File: config.mk
export PLATFORM = sky130hd
export DESIGN_NAME = adpll_loop_ctrl
export DESIGN_NICKNAME = d
export VERILOG_FILES = /design/src/rtl/adpll_ctl_pkg.sv /design/src/rtl/adpll_err_counter.sv /design/src/rtl/adpll_pi_tune.sv /design/src/rtl/adpll_phase_sel.sv /design/src/rtl/adpll_loop_ctrl.sv
export SDC_FILE = /design/constraint.sdc
export NUM_CORES = 1
export LEC_CHECK = 0
export ABC_AREA = 1
export BUFFER_PORTS_ARGS = -buffer_cell sky130_fd_sc_hd__buf_2
export CAP_MARGIN = 5
export CORE_UTILIZATION = 45
export DETAILED_ROUTE_END_ITERATION = 8
export MAX_ROUTING_LAYER = met4
export PLACE_DENSITY_LB_ADDON = 0.12
export SLEW_MARGIN = 10
export SYNTH_ARGS = -nofsm -noshare
export SYNTH_HDL_FRONTEND = slang
export SYNTH_SLANG_ARGS = --single-unit
File: constraint.sdc
create_clock -name clk -period 15.7 [get_ports clk]
set_clock_uncertainty 0.1 [all_clocks]
set_input_delay 3.14 -clock clk [delete_from_list [all_inputs] [get_ports clk]]
set_output_delay 3.14 -clock clk [all_outputs]
set_load 0.02 [all_outputs]
File: src/rtl/adpll_ctl_pkg.sv
package adpll_ctl_pkg;

  typedef enum logic [1:0] {
    STEP_HOLD = 2'd0,
    STEP_INC  = 2'd1,
    STEP_DEC  = 2'd2
  } step_e;

  function automatic step_e decode_step(input logic up, input logic dn);
    if (up && !dn)      return STEP_INC;
    else if (dn && !up) return STEP_DEC;
    else                return STEP_HOLD;
  endfunction

  function automatic int max3(input int a, input int b, input int c);
    int m;
    m = (a > b) ? a : b;
    return (m > c) ? m : c;
  endfunction

endpackage

File: src/rtl/adpll_err_counter.sv
module adpll_err_counter
  import adpll_ctl_pkg::*;
#(
  parameter int ERR_W = 24
) (
  input  logic                    clk,
  input  logic                    rst,
  input  logic                    up_i,
  input  logic                    dn_i,
  input  logic                    tick_i,
  output logic signed [ERR_W-1:0] sample_o,
  output logic                    vld_o
);

  localparam logic signed [ERR_W-1:0] EMAX = {1'b0, {(ERR_W-1){1'b1}}};
  localparam logic signed [ERR_W-1:0] EMIN = {1'b1, {(ERR_W-1){1'b0}}};
  localparam logic signed [ERR_W-1:0] ONE  = ERR_W'(1);

  logic signed [ERR_W-1:0] err_q;
  logic signed [ERR_W-1:0] err_n;
  step_e                   step;

  always_comb begin
    step  = decode_step(up_i, dn_i);
    err_n = err_q;
    case (step)
      STEP_INC: if (err_q != EMAX) err_n = err_q + ONE;
      STEP_DEC: if (err_q != EMIN) err_n = err_q - ONE;
      default:  err_n = err_q;
    endcase
  end

  always_ff @(posedge clk) begin
    if (rst) begin
      err_q    <= '0;
      sample_o <= '0;
      vld_o    <= 1'b0;
    end else begin
      vld_o <= tick_i;
      if (tick_i) begin
        sample_o <= err_n;
        err_q    <= '0;
      end else begin
        err_q    <= err_n;
      end
    end
  end

  // coincident pulses leave the count unchanged
  a_r1_both_hold: assert property (@(posedge clk) disable iff (rst)
    (up_i && dn_i && !tick_i) |=> (err_q == $past(err_q)));

  // a count at its upper limit does not wrap
  a_r10_no_wrap: assert property (@(posedge clk) disable iff (rst)
    (err_q == EMAX && up_i && !dn_i && !tick_i) |=> (err_q == EMAX));

endmodule

File: src/rtl/adpll_pi_tune.sv
module adpll_pi_tune
  import adpll_ctl_pkg::*;
#(
  parameter int ERR_W  = 24,
  parameter int INT_W  = 4,
  parameter int FRAC_W = 7,
  parameter int P1_SHR = 18,
  parameter int I_SHR  = 20
) (
  input  logic                      clk,
  input  logic                      rst,
  input  logic signed [ERR_W-1:0]   sample_i,
  input  logic                      vld_i,
  output logic [INT_W+FRAC_W-1:0]   tune_o
);

  localparam int TW   = INT_W + FRAC_W;
  localparam int FB   = max3(P1_SHR, I_SHR, FRAC_W);
  localparam int DROP = FB - FRAC_W;
  localparam int SW   = ERR_W + FB + TW + 2;

  localparam logic signed [SW-1:0] ONE_F  = SW'(1);
  localparam logic signed [SW-1:0] MID_F  = ONE_F <<< (TW - 1 + DROP);
  localparam logic signed [SW-1:0] IMAX_F = MID_F - ONE_F;
  localparam logic signed [SW-1:0] IMIN_F = -MID_F;
  localparam logic signed [SW-1:0] TMAX_F = (ONE_F <<< TW) - ONE_F;
  localparam logic [TW-1:0]        MID_W  = {1'b1, {(TW-1){1'b0}}};

  logic signed [SW-1:0] integ_q;
  logic signed [SW-1:0] samp_x;
  logic signed [SW-1:0] i_inc;
  logic signed [SW-1:0] p_term;
  logic signed [SW-1:0] i_sum;
  logic signed [SW-1:0] i_next;
  logic signed [SW-1:0] total;
  logic signed [SW-1:0] quot;
  logic [TW-1:0]        tune_n;

  always_comb begin
    samp_x = SW'(sample_i);
    i_inc  = samp_x <<< (FB - I_SHR);
    p_term = samp_x <<< (FB - P1_SHR);
    i_sum  = integ_q + i_inc;
    if (i_sum > IMAX_F)      i_next = IMAX_F;
    else if (i_sum < IMIN_F) i_next = IMIN_F;
    else                     i_next = i_sum;
    total = i_next + p_term + MID_F;
    quot  = total >>> DROP;
    if (quot < 0)            tune_n = '0;
    else if (quot > TMAX_F)  tune_n = '1;
    else                     tune_n = quot[TW-1:0];
  end

  always_ff @(posedge clk) begin
    if (rst) begin
      integ_q <= '0;
      tune_o  <= MID_W;
    end else if (vld_i) begin
      integ_q <= i_next;
      tune_o  <= tune_n;
    end
  end

  // tuning word moves only after a strobe
  a_r3_tune_hold: assert property (@(posedge clk) disable iff (rst)
    (!vld_i) |=> $stable(tune_o));

  // a non-negative sample never lowers the integrator (no wrap)
  a_r6_integ_no_wrap: assert property (@(posedge clk) disable iff (rst)
    (vld_i && !sample_i[ERR_W-1]) |=> (integ_q >= $past(integ_q)));

endmodule

File: src/rtl/adpll_phase_sel.sv
module adpll_phase_sel
  import adpll_ctl_pkg::*;
#(
  parameter int ERR_W  = 24,
  parameter int PSEL_W = 6,
  parameter int PS_SHL = 5
) (
  input  logic                    clk,
  input  logic                    rst,
  input  logic signed [ERR_W-1:0] sample_i,
  input  logic                    vld_i,
  output logic [PSEL_W-1:0]       psel_o
);

  localparam int LSH = (PS_SHL > 0) ? PS_SHL : 0;
  localparam int EW  = ERR_W + PSEL_W + LSH;

  logic signed [EW-1:0] ext;
  logic [PSEL_W-1:0]    psel_n;

  always_comb ext = EW'(sample_i);

  generate
    if (PS_SHL >= 0) begin : g_gain_up
      logic signed [EW-1:0] prod;
      always_comb prod = ext <<< PS_SHL;
      always_comb psel_n = prod[PSEL_W-1:0];
    end else begin : g_gain_down
      logic signed [EW-1:0] prod;
      always_comb prod = ext >>> (-PS_SHL);
      always_comb psel_n = prod[PSEL_W-1:0];
    end
  endgenerate

  always_ff @(posedge clk) begin
    if (rst)        psel_o <= '0;
    else if (vld_i) psel_o <= psel_n;
  end

  // no memory, a zero sample selects phase 0
  a_r7_zero_sample: assert property (@(posedge clk) disable iff (rst)
    (vld_i && sample_i == '0) |=> (psel_o == '0));

  // phase index moves only after a strobe
  a_r3_psel_hold: assert property (@(posedge clk) disable iff (rst)
    (!vld_i) |=> $stable(psel_o));

endmodule

File: src/rtl/adpll_loop_ctrl.sv
module adpll_loop_ctrl
  import adpll_ctl_pkg::*;
#(
  parameter int ERR_W  = 24,
  parameter int INT_W  = 4,
  parameter int FRAC_W = 7,
  parameter int PSEL_W = 6,
  parameter int P1_SHR = 18,
  parameter int I_SHR  = 20,
  parameter int PS_SHL = 5
) (
  input  logic                    clk,
  input  logic                    rst,
  input  logic                    up_i,
  input  logic                    dn_i,
  input  logic                    ref_tick_i,
  output logic [INT_W+FRAC_W-1:0] tune_o,
  output logic [PSEL_W-1:0]       psel_o
);

  localparam int TW = INT_W + FRAC_W;
  localparam logic [TW-1:0] MID_W = {1'b1, {(TW-1){1'b0}}};

  logic signed [ERR_W-1:0] sample;
  logic                    sample_vld;

  adpll_err_counter #(.ERR_W(ERR_W)) u_cnt (
    .clk      (clk),
    .rst      (rst),
    .up_i     (up_i),
    .dn_i     (dn_i),
    .tick_i   (ref_tick_i),
    .sample_o (sample),
    .vld_o    (sample_vld)
  );

  adpll_pi_tune #(
    .ERR_W(ERR_W), .INT_W(INT_W), .FRAC_W(FRAC_W),
    .P1_SHR(P1_SHR), .I_SHR(I_SHR)
  ) u_tune (
    .clk      (clk),
    .rst      (rst),
    .sample_i (sample),
    .vld_i    (sample_vld),
    .tune_o   (tune_o)
  );

  adpll_phase_sel #(
    .ERR_W(ERR_W), .PSEL_W(PSEL_W), .PS_SHL(PS_SHL)
  ) u_psel (
    .clk      (clk),
    .rst      (rst),
    .sample_i (sample),
    .vld_i    (sample_vld),
    .psel_o   (psel_o)
  );

  // reset loads mid-scale tuning and phase 0
  a_r9_reset_state: assert property (@(posedge clk)
    rst |=> (tune_o == MID_W && psel_o == '0));

endmodule

==> qor.txt, run 1 <==
die area: 0.0363 mm²
Final #Nets: 3065
Yosys top cell area share: 0.185
mapped cell area: 0.0160 mm²
Worst-Margin Slew: 1.11 ns
DP Wirelength: 50700 µm
count of input and output buffers: 16
GRT Overall Usage: 0.345
Iter 0 DRT Violations: 1601
EDFF count, synth: 0
worst skew pair latency: 0.43 ns
final WL: 60200 µm
Power Dens Cells: 82.8 mW/mm²
Unique masters post-synth: 53
vias: 18400
clk slew on worst S/H paths: 0.06 ns
Async SR Flop Fraction: 0
CTS Buf Count: 17
max_cap viols: 0
PnR worst setup slack: 6.75 ns
CP dominant cell by count: nand2_1
startpoint types: flop
Num Clock Sinks: 118
CP required: 15.88 ns
WL/cell: 17.9 µm
worst slack, placed: 6.80 ns
number of global-route vias before repair: 17100
ranking of synthesized cells by area: nand2_1 18%, dfxtp_1 15%, ha_1 13%
HP Class: reg -> reg
Synthesis Warnings: 0
Layout Utilization: 0.491
critical path's largest stage delay: 0.82 ns
clock period minus worst slack: 8.95 ns
Post-Syn Instances: 2912
Clock H-tree levels: 4
Initial Util: 0.460
filler instances: 3788
final hold slack: 0.365 ns
register area share after synthesis: 0.148
GRT overflow: 0
Most used DFF post-synth: dfxtp_1
Routed Antenna Nets: 0
Inserted Diodes: 0
Final Hold Viols: 0
CTS tree: built
flops & latches, synth: 118
row cnt: 68
crit path DAT: 9.13 ns
post-CTS setup buffers: 0
clk buf depth: 2
gpl congestion: 1.02
cell accounting for the most synthesized area: nand2_1
crit share post-route: 0.570
drc violations: 0
CORE AREA: 0.0347 mm²
P&R area growth vs syn: 6.71%
Setup CP Type: reg -> reg
Ports: 22
Die Height: 190 µm
largest net degree at the start of global routing: 63
Crit-path slowest cell: ha_1
DR vias/cell: 5.48
RSZ-0062 raised after global routing: no
Gates resized, CTS repair: 0
final setup vio count: 0
clock root cell: clkbuf_16
worst-path maximum fanout: 45
maximum vdd drop: 0.0589 mV
initial antenna violation count: 0
fraction of layout cells with a size suffix above 1: 0.0344
hold-fix buffer count after cts: 0
Slew HR: 0.257
leakage: 9.18 nW
syn_area_per_cell: 5.49 µm²
final setup TNS: 0 ns
outcome: complete, no violations
first-pass GRT wire length: 94000 µm
die width: 190 µm
Final Max Slew Viols: 0
fmax: 112 MHz
Worst Setup End Kind: flop
drt pass-1 iters: 8
layer usage:
| metal | global-route usage | up-vias | part of all wire |
|---|---|---|---|
| met4 | 0.117 | 0 | 0.033 |
| met3 | 0.0300 | 106 | 0.065 |
| met2 | 0.532 | 664 | 0.43 |
| met1 | 0.471 | 8380 | 0.47 |
| met5 | - | - | 0 |
| li1 | - | 9271 | - |
layout make-up:
type | instances | area [µm²] | share of cell area
clock buffers | 21 | 470 | 0.0276
well taps | 455 | 569 | 0.0334
flip-flops and latches | 118 | 2360 | 0.139
multi-input cells | 2226 | 11500 | 0.672
repair buffers | 20 | 110 | 0.00646
inverters | 509 | 1910 | 0.112
clock inverters | 10 | 169 | 0.00990
through the flow:
step | std cells | area, µm² | total power [mW]
final | 3359 | 17100 | 1.41
after global routing | 3359 | 17100 | 1.50
after CTS | 3359 | 17100 | 1.40
after detailed placement | 3328 | 16400 | 0.967
after global placement | 3328 | 16400 | 0.966
after floorplan | 2916 | 16000 | 0.779
state kept, by name, indices dropped and copies added, names as in the netlist:
name            count
u_cnt.err_q        24
u_cnt.sample_o     24
u_cnt.vld_o         1
u_psel.psel_o       1
u_tune.integ_q     57
u_tune.tune_o      11
synthesized netlist by cell type (3+ instances only):
master and instances:
nand3_2 5, nor2_2 11, and3_1 3, inv_2 3, nand2_1 787, nand3b_1 23, o21ai_0 204, inv_1 505
nand3_1 160, nor2_1 413, ha_1 167, dfxtp_1 118, nor3_1 46, o21a_1 12, o22ai_1 7, nand2_2 18
clkbuf_1 53, a221oi_1 3, a31oi_1 32, nand4_1 27, a21oi_1 208, buf_1 3, o211ai_1 10, buf_4 5
nor4_1 9, o21bai_1 9, xor2_1 11, xnor2_1 27
worst max-delay path: cells and delay by family, from the launching register on:
family | cells | cell delay [ns]
AND/OR/NAND/NOR | 23 | 2.78
adder cells (fa/ha/maj) | 4 | 1.85
buffers and inverters | 6 | 1.49
flip-flops | 1 | 0.66
AO/OA/AOI/OAI | 7 | 1.86
cells by family (layout without fill, tap and decap cells):
family          Yosys count  count (layout)  share of synthesized area
simple gates           1516            1516                      0.395
buf+inv                 572             560                      0.136
compound gates          499             499                      0.168
fa+ha+maj               168             168                      0.132
flops                   118             118                      0.148
xor+xnor                 38              38                     0.0208
other cells               1               5                   0.000235
power by group:
| part | internal, mW | switching (mW) |
|---|---|---|
| Combinational | 0.186 | 0.448 |
| Sequential | 0.321 | 0.0242 |
| Clock | 0.279 | 0.154 |
| Total | 0.786 | 0.626 |
placed cells by master (no fill, tap or decap), types with 4 or more instances in the layout:
cell | netlist | layout
nand2_1 | 787 | 787
inv_1 | 505 | 504
nor2_1 | 413 | 413
a21oi_1 | 208 | 208
o21ai_0 | 204 | 204
ha_1 | 167 | 167
nand3_1 | 160 | 160
dfxtp_1 | 118 | 116
nor3_1 | 46 | 46
a31oi_1 | 32 | 32
nand4_1 | 27 | 27
xnor2_1 | 27 | 27
nand3b_1 | 23 | 23
nand2_2 | 18 | 18
clkbuf_16 | 0 | 17
buf_2 | 1 | 16
o21a_1 | 12 | 12
nor2_2 | 11 | 11
xor2_1 | 11 | 11
o211ai_1 | 10 | 10
o21bai_1 | 9 | 9
nor4_1 | 9 | 9
o22ai_1 | 7 | 7
nand3_2 | 5 | 5
conb_1 | 1 | 5
inv_2 | 3 | 4
bufinv_16 | 0 | 4
buf_4 | 5 | 4
worst paths after layout:
path,slack (ns),cells past startpoint,start,endpoint
hold / removal,0.36,2,u_tune.tune_o[4],u_tune.tune_o[4]
hold reg to reg,0.36,2,u_tune.tune_o[4],u_tune.tune_o[4]
setup / recovery,6.75,40,u_cnt.sample_o[23],u_tune.tune_o[9]
setup reg to reg,6.75,40,u_cnt.sample_o[23],u_tune.tune_o[9]
No activity file was read; power rests on OpenSTA's default activity.
==> inputs of run 2 (changes only) <==
- clock period: 15.7 -> 7.3 ns (I/O delays scaled with it)
==> run 2 against run 1 <==
Net effect:
- first-iteration DRC count is 5.6% lower
- sequential cell count unchanged
- count of clock-buffer cells in the layout shrank 3
- cell count up 2.5%
- critical path depth is 2 higher
- setup slack worse by 6.4 ns
- sequential share of layout area down 1.1 points
- non-clock buffer count rose by 80
- critical path type unchanged
- critical endpoint is now u_tune.tune_o[5]
==> qor.txt, run 2 (synthesized netlist as in run 1, its figures left out) <==
M2 GR Usage: 0.543
count of input and output buffers: 16
fraction of layout cells with a size suffix above 1: 0.106
crit share post-route: 0.952
critical path's largest stage delay: 0.43 ns
Reg with most FFs: u_tune.integ_q
hold-fix buffer count after cts: 0
Ports: 22
delay-heaviest family, CP: simple AND/OR/NAND/NOR gates
final setup TNS: 0 ns
worst-path maximum fanout: 12
number of global-route vias before repair: 17300
GRT busiest layer: met2
maximum vdd drop: 0.174 mV
sequential group share of total power: 0.232
crit path DAT: 7.13 ns
die area: 0.0363 mm²
WL/cell: 18.3 µm
Initial Util: 0.460
drc violations: 0
first-pass GRT wire length: 95200 µm
Crit-path slowest cell: ha_1
HP Class: reg -> reg
clk buf depth: 2
Routed Antenna Nets: 0
Worst Setup End Kind: flop
clock root cell: clkbuf_16
largest net degree at the start of global routing: 68
final setup vio count: 0
drt pass-1 iters: 5
biggest regs: u_tune.integ_q (57), u_cnt.err_q (24), u_cnt.sample_o (24)
switching power total: 1.48 mW
Hold Startpoint: u_tune.tune_o[0]
CTS Buf Count: 17
Num Clock Sinks: 118
CP required: 7.47 ns
initial antenna violation count: 1
Slew HR: 0.190
clock power share: 0.272
reg2reg start: u_cnt.sample_o[18]
worst slack, placed: -0.265 ns
Layout Utilization: 0.533
row cnt: 68
CP dominant cell by count: nand2_1
CTS tree: built
P&R area growth vs syn: 15.8%
DR vias/cell: 5.51
clock period minus worst slack: 6.95 ns
max_cap viols: 0
fmax: 144 MHz
GRT Overall Usage: 0.349
Final Max Slew Viols: 0
clk slew on worst S/H paths: 0.06 ns
Clock H-tree levels: 4
met3 Use GR: 0.0335
CORE AREA: 0.0347 mm²
Iter 0 DRT Violations: 1512
GR Layer Usage met1: 0.476
Internal: 1.73 mW
worst skew pair latency: 0.43 ns
Largest register FFs: 57
startpoint types: flop
DP Wirelength: 51800 µm
most common cell after layout, fill and taps aside: nand2_1
GRT overflow: 0
Setup CP Type: reg -> reg
Final #Nets: 3146
CP bufs+invs: 4
r2r setup slk: 0.35 ns
die width: 190 µm
final WL: 62900 µm
Worst-Margin Slew: 1.21 ns
most frequent cells in the layout: 773 x nand2_1, 503 x inv_1, 385 x nor2_1
Final Hold Viols: 0
vias: 19000
combinational power share: 0.496
gpl congestion: 1.03
Die Height: 190 µm
RSZ-0062 raised after global routing: yes
Power Dens Cells: 173 mW/mm²
outcome: complete, no violations
Crit. Startpoint: u_cnt.sample_o[18]
Switching Share: 0.460
PnR worst setup slack: 0.348 ns
leakage: 9.60 nW
run 2: layout make-up:
type / instances / area, µm²
Multi-Input combinational cell: 2227 / 12200
Inverter: 509 / 1920
Tap cell: 455 / 569
Sequential cell: 118 / 2370
Timing Repair Buffer: 100 / 818
Fill cell: 3723 / 16200
Clock inverter: 14 / 166
Clock buffer: 18 / 429
Antenna cell: 1 / 2.50
run 2: worst reg2reg max path, delay by kind of cell (launching register included):
kind / cells / cell delay (ns)
and+or+nand+nor: 27 / 3.22
adders and majority gates: 4 / 1.37
AOI/OAI and AO/OA: 6 / 1.07
buffers and inverters: 4 / 0.37
DFF: 1 / 0.35
xor gates and xnor gates: 1 / 0.33
run 2: path summary, 6_finish.rpt:
check | cells after the start | endpoint
worst max register to register | 42 | u_tune.tune_o[5]
worst min-delay path | 2 | u_tune.tune_o[0]
worst min register to register | 2 | u_tune.tune_o[0]
worst max-delay path | 42 | u_tune.tune_o[5]
run 2: stage by stage:
| stage | hold slack [ns] | cells | total power, mW | cell area, µm² |
|---|---|---|---|---|
| after floorplan | 0.366 | 2916 | 1.67 | 16000 |
| after CTS | 0.366 | 3431 | 3.06 | 17600 |
| final | 0.363 | 3442 | 3.21 | 18500 |
| after global placement | 0.354 | 3399 | 2.18 | 17000 |
| after global routing | 0.381 | 3442 | 3.40 | 18500 |
| after detailed placement | 0.356 | 3399 | 2.18 | 17000 |
run 2: power by group through the flow:
stage	Combinational, mW	Clock (mW)	Sequential, mW
3_3_place_gp	1.43	0	0.752
4_1_cts	1.44	0.881	0.738
6_report	1.59	0.872	0.745
2_1_floorplan	0.935	0	0.740
5_1_grt	1.74	0.909	0.748
3_5_place_dp	1.43	0	0.751
run 2: repair_timing:
action / CTS / global route
gates resized for setup: 11 / 185
pin swaps: 1 / 9
setup buffers: 0 / 5
endpoints found under the setup margin: 11 / 11
cloned: 0 / 5
run 2: routing by layer:
| metal | share of wire | routed length [µm] |
|---|---|---|
| met1 | 0.46 | 28800 |
| met2 | 0.44 | 27800 |
| met3 | 0.071 | 4470 |
| met4 | 0.029 | 1830 |
| met5 | 0 | 0 |
==> inputs of run 3 (changes only) <==
- CELL_PAD_IN_SITES_DETAIL_PLACEMENT: not set -> 1
- CELL_PAD_IN_SITES_GLOBAL_PLACEMENT: not set -> 1
- CORE_UTILIZATION: 45 -> 41
- PLACE_DENSITY: not set -> 0.8
- PLACE_DENSITY_LB_ADDON: 0.12 -> not set
==> run 3 against run 2 <==
Net effect:
- register-to-register slack worse by 0.30 ns
- combinational power up 8%
- via count up 3.8%
- count of clock-buffer cells in the layout unchanged
- sequential cell count unchanged
- routed wire length up 15%
- critical endpoint is now u_tune.tune_o[1]
- largest cell class unchanged
==> qor.txt, run 3 (synthesized netlist as in run 1, its figures left out) <==
delay-heaviest family, CP: simple AND/OR/NAND/NOR gates
M2 GR Usage: 0.591
CTS Buf Count: 17
DP Cell Count: 3479
Worst Setup End Kind: flop
Final Max Slew Viols: 0
final setup vio count: 0
GRT overflow: 0
Hold Startpoint: u_tune.tune_o[9]
Crit-path slowest cell: or4_1
Final Hold Viols: 0
DP Wirelength: 59100 µm
fmax: 138 MHz
Pwr Total: 3.32 mW
Reg with most FFs: u_tune.integ_q
most common cell after layout, fill and taps aside: nand2_1
final cell count without fillers: 3523
worst skew pair latency: 0.45 ns
Initial Util: 0.420
Layout Utilization: 0.501
Worst-Margin Slew: 1.13 ns
GRT Overall Usage: 0.363
PnR worst setup slack: 0.0438 ns
CORE AREA: 0.0380 mm²
RR Endpoint: u_tune.tune_o[1]
clk buf depth: 2
clock period minus worst slack: 7.26 ns
worst slack, placed: -0.365 ns
CP dominant cell by count: nand2_1
biggest regs: u_tune.integ_q (57), u_cnt.err_q (24), u_cnt.sample_o (24)
WL/cell: 20.5 µm
Post-DP Area: 0.0173 mm²
Routed Antenna Nets: 0
maximum vdd drop: 0.122 mV
final WL: 72300 µm
Final #Nets: 3172
Iter 0 DRT Violations: 1344
r2r setup slk: 0.04 ns
filler instances: 5461
Finished Cell Area: 0.0191 mm²
Die Height: 199 µm
crit path DAT: 7.47 ns
crit share post-route: 0.994
max_cap viols: 0
first-pass GRT wire length: 107000 µm
fraction of layout cells with a size suffix above 1: 0.129
CP bufs+invs: 4
DR vias/cell: 5.59
drt pass-1 iters: 5
vias: 19700
critical path's largest stage delay: 0.50 ns
Crit. Startpoint: u_cnt.sample_o[15]
Power Dens Cells: 174 mW/mm²
number of global-route vias before repair: 19600
P&R area growth vs syn: 19.2%
CTS tree: built
Setup CP Type: reg -> reg
die width: 199 µm
row cnt: 71
gpl congestion: 1.09
startpoint types: flop
Num Clock Sinks: 118
worst-path maximum fanout: 6
count of input and output buffers: 16
GRT busiest layer: met2
outcome: complete, no violations
largest net degree at the start of global routing: 68
leakage: 9.71 nW
die area: 0.0398 mm²
most frequent cells in the layout: 768 x nand2_1, 504 x inv_1, 382 x nor2_1
drc violations: 0
final hold slack: 0.370 ns
final setup TNS: 0 ns
Ports: 22
GR Layer Usage met1: 0.466
RSZ-0062 raised after global routing: yes
initial antenna violation count: 0
clock root cell: clkbuf_16
number of stages on the worst setup path: 36
Worst Reg-to-Reg Cells: 36
met3 Use GR: 0.0427
hold-fix buffer count after cts: 0
Inserted Diodes: 0
reg2reg start: u_cnt.sample_o[15]
Slew HR: 0.248
HP Class: reg -> reg
clk slew on worst S/H paths: 0.06 ns
Clock H-tree levels: 4
worst setup path endpoint: u_tune.tune_o[1]
CP required: 7.52 ns
Largest register FFs: 57
[run 3: cell types whose count changed in the layout (fill, tap and decap cells not counted), moves of 5 or more]
cell / before / now
a21oi_2: 32 / 42
a21oi_1: 175 / 161
nand2_1: 773 / 768
ha_4: 22 / 29
ha_1: 138 / 125
ha_2: 7 / 13
buf_4: 77 / 101
[run 3: layout make-up]
cell class,count,area [µm²],area share
tap,511,639,0.0335
clock inverter,14,141,0.00742
inverter,509,1910,0.100
timing repair buffer,126,1030,0.0540
multi-input combinational,2227,12500,0.658
clock buffer,18,429,0.0225
sequential,118,2370,0.124
[run 3: how the worst min path moves through the flow]
stage / endpoint / slack (ns) / depth (start not counted)
after floorplan: u_psel.psel_o[5] / 0.37 / 2
after global placement: u_tune.tune_o[9] / 0.35 / 2
after detailed placement: u_tune.tune_o[9] / 0.36 / 2
after CTS: u_tune.tune_o[9] / 0.37 / 2
after global routing: u_tune.tune_o[6] / 0.40 / 2
final: u_tune.tune_o[9] / 0.37 / 2
[run 3: per-layer routing]
layer | part of all wire | wire length, µm | vias to the layer above
li1 | - | - | 9491
met1 | 0.45 | 32800 | 9582
met2 | 0.46 | 33500 | 501
met3 | 0.052 | 3740 | 129
met5 | 0 | 0 | -
met4 | 0.031 | 2220 | 0
[run 3: power by group]
part	switching, mW	internal, mW
Sequential	0.0563	0.690
Clock	0.375	0.478
Combinational	1.15	0.573
[run 3: what timing repair did]
item,CTS,global route
resized for setup,24,227
setup buffers,0,7
gates cloned,0,5
setup endpoints to repair,11,11
pin swaps,0,16
[run 3: worst reg2reg max path: cells and delay by family, from the launching register on]
kind,cells,cell delay [ns]
simple gates,24,3.95
fa+ha+maj,4,1.56
compound gates,4,0.60
buf+inv,4,0.58
flops,1,0.36
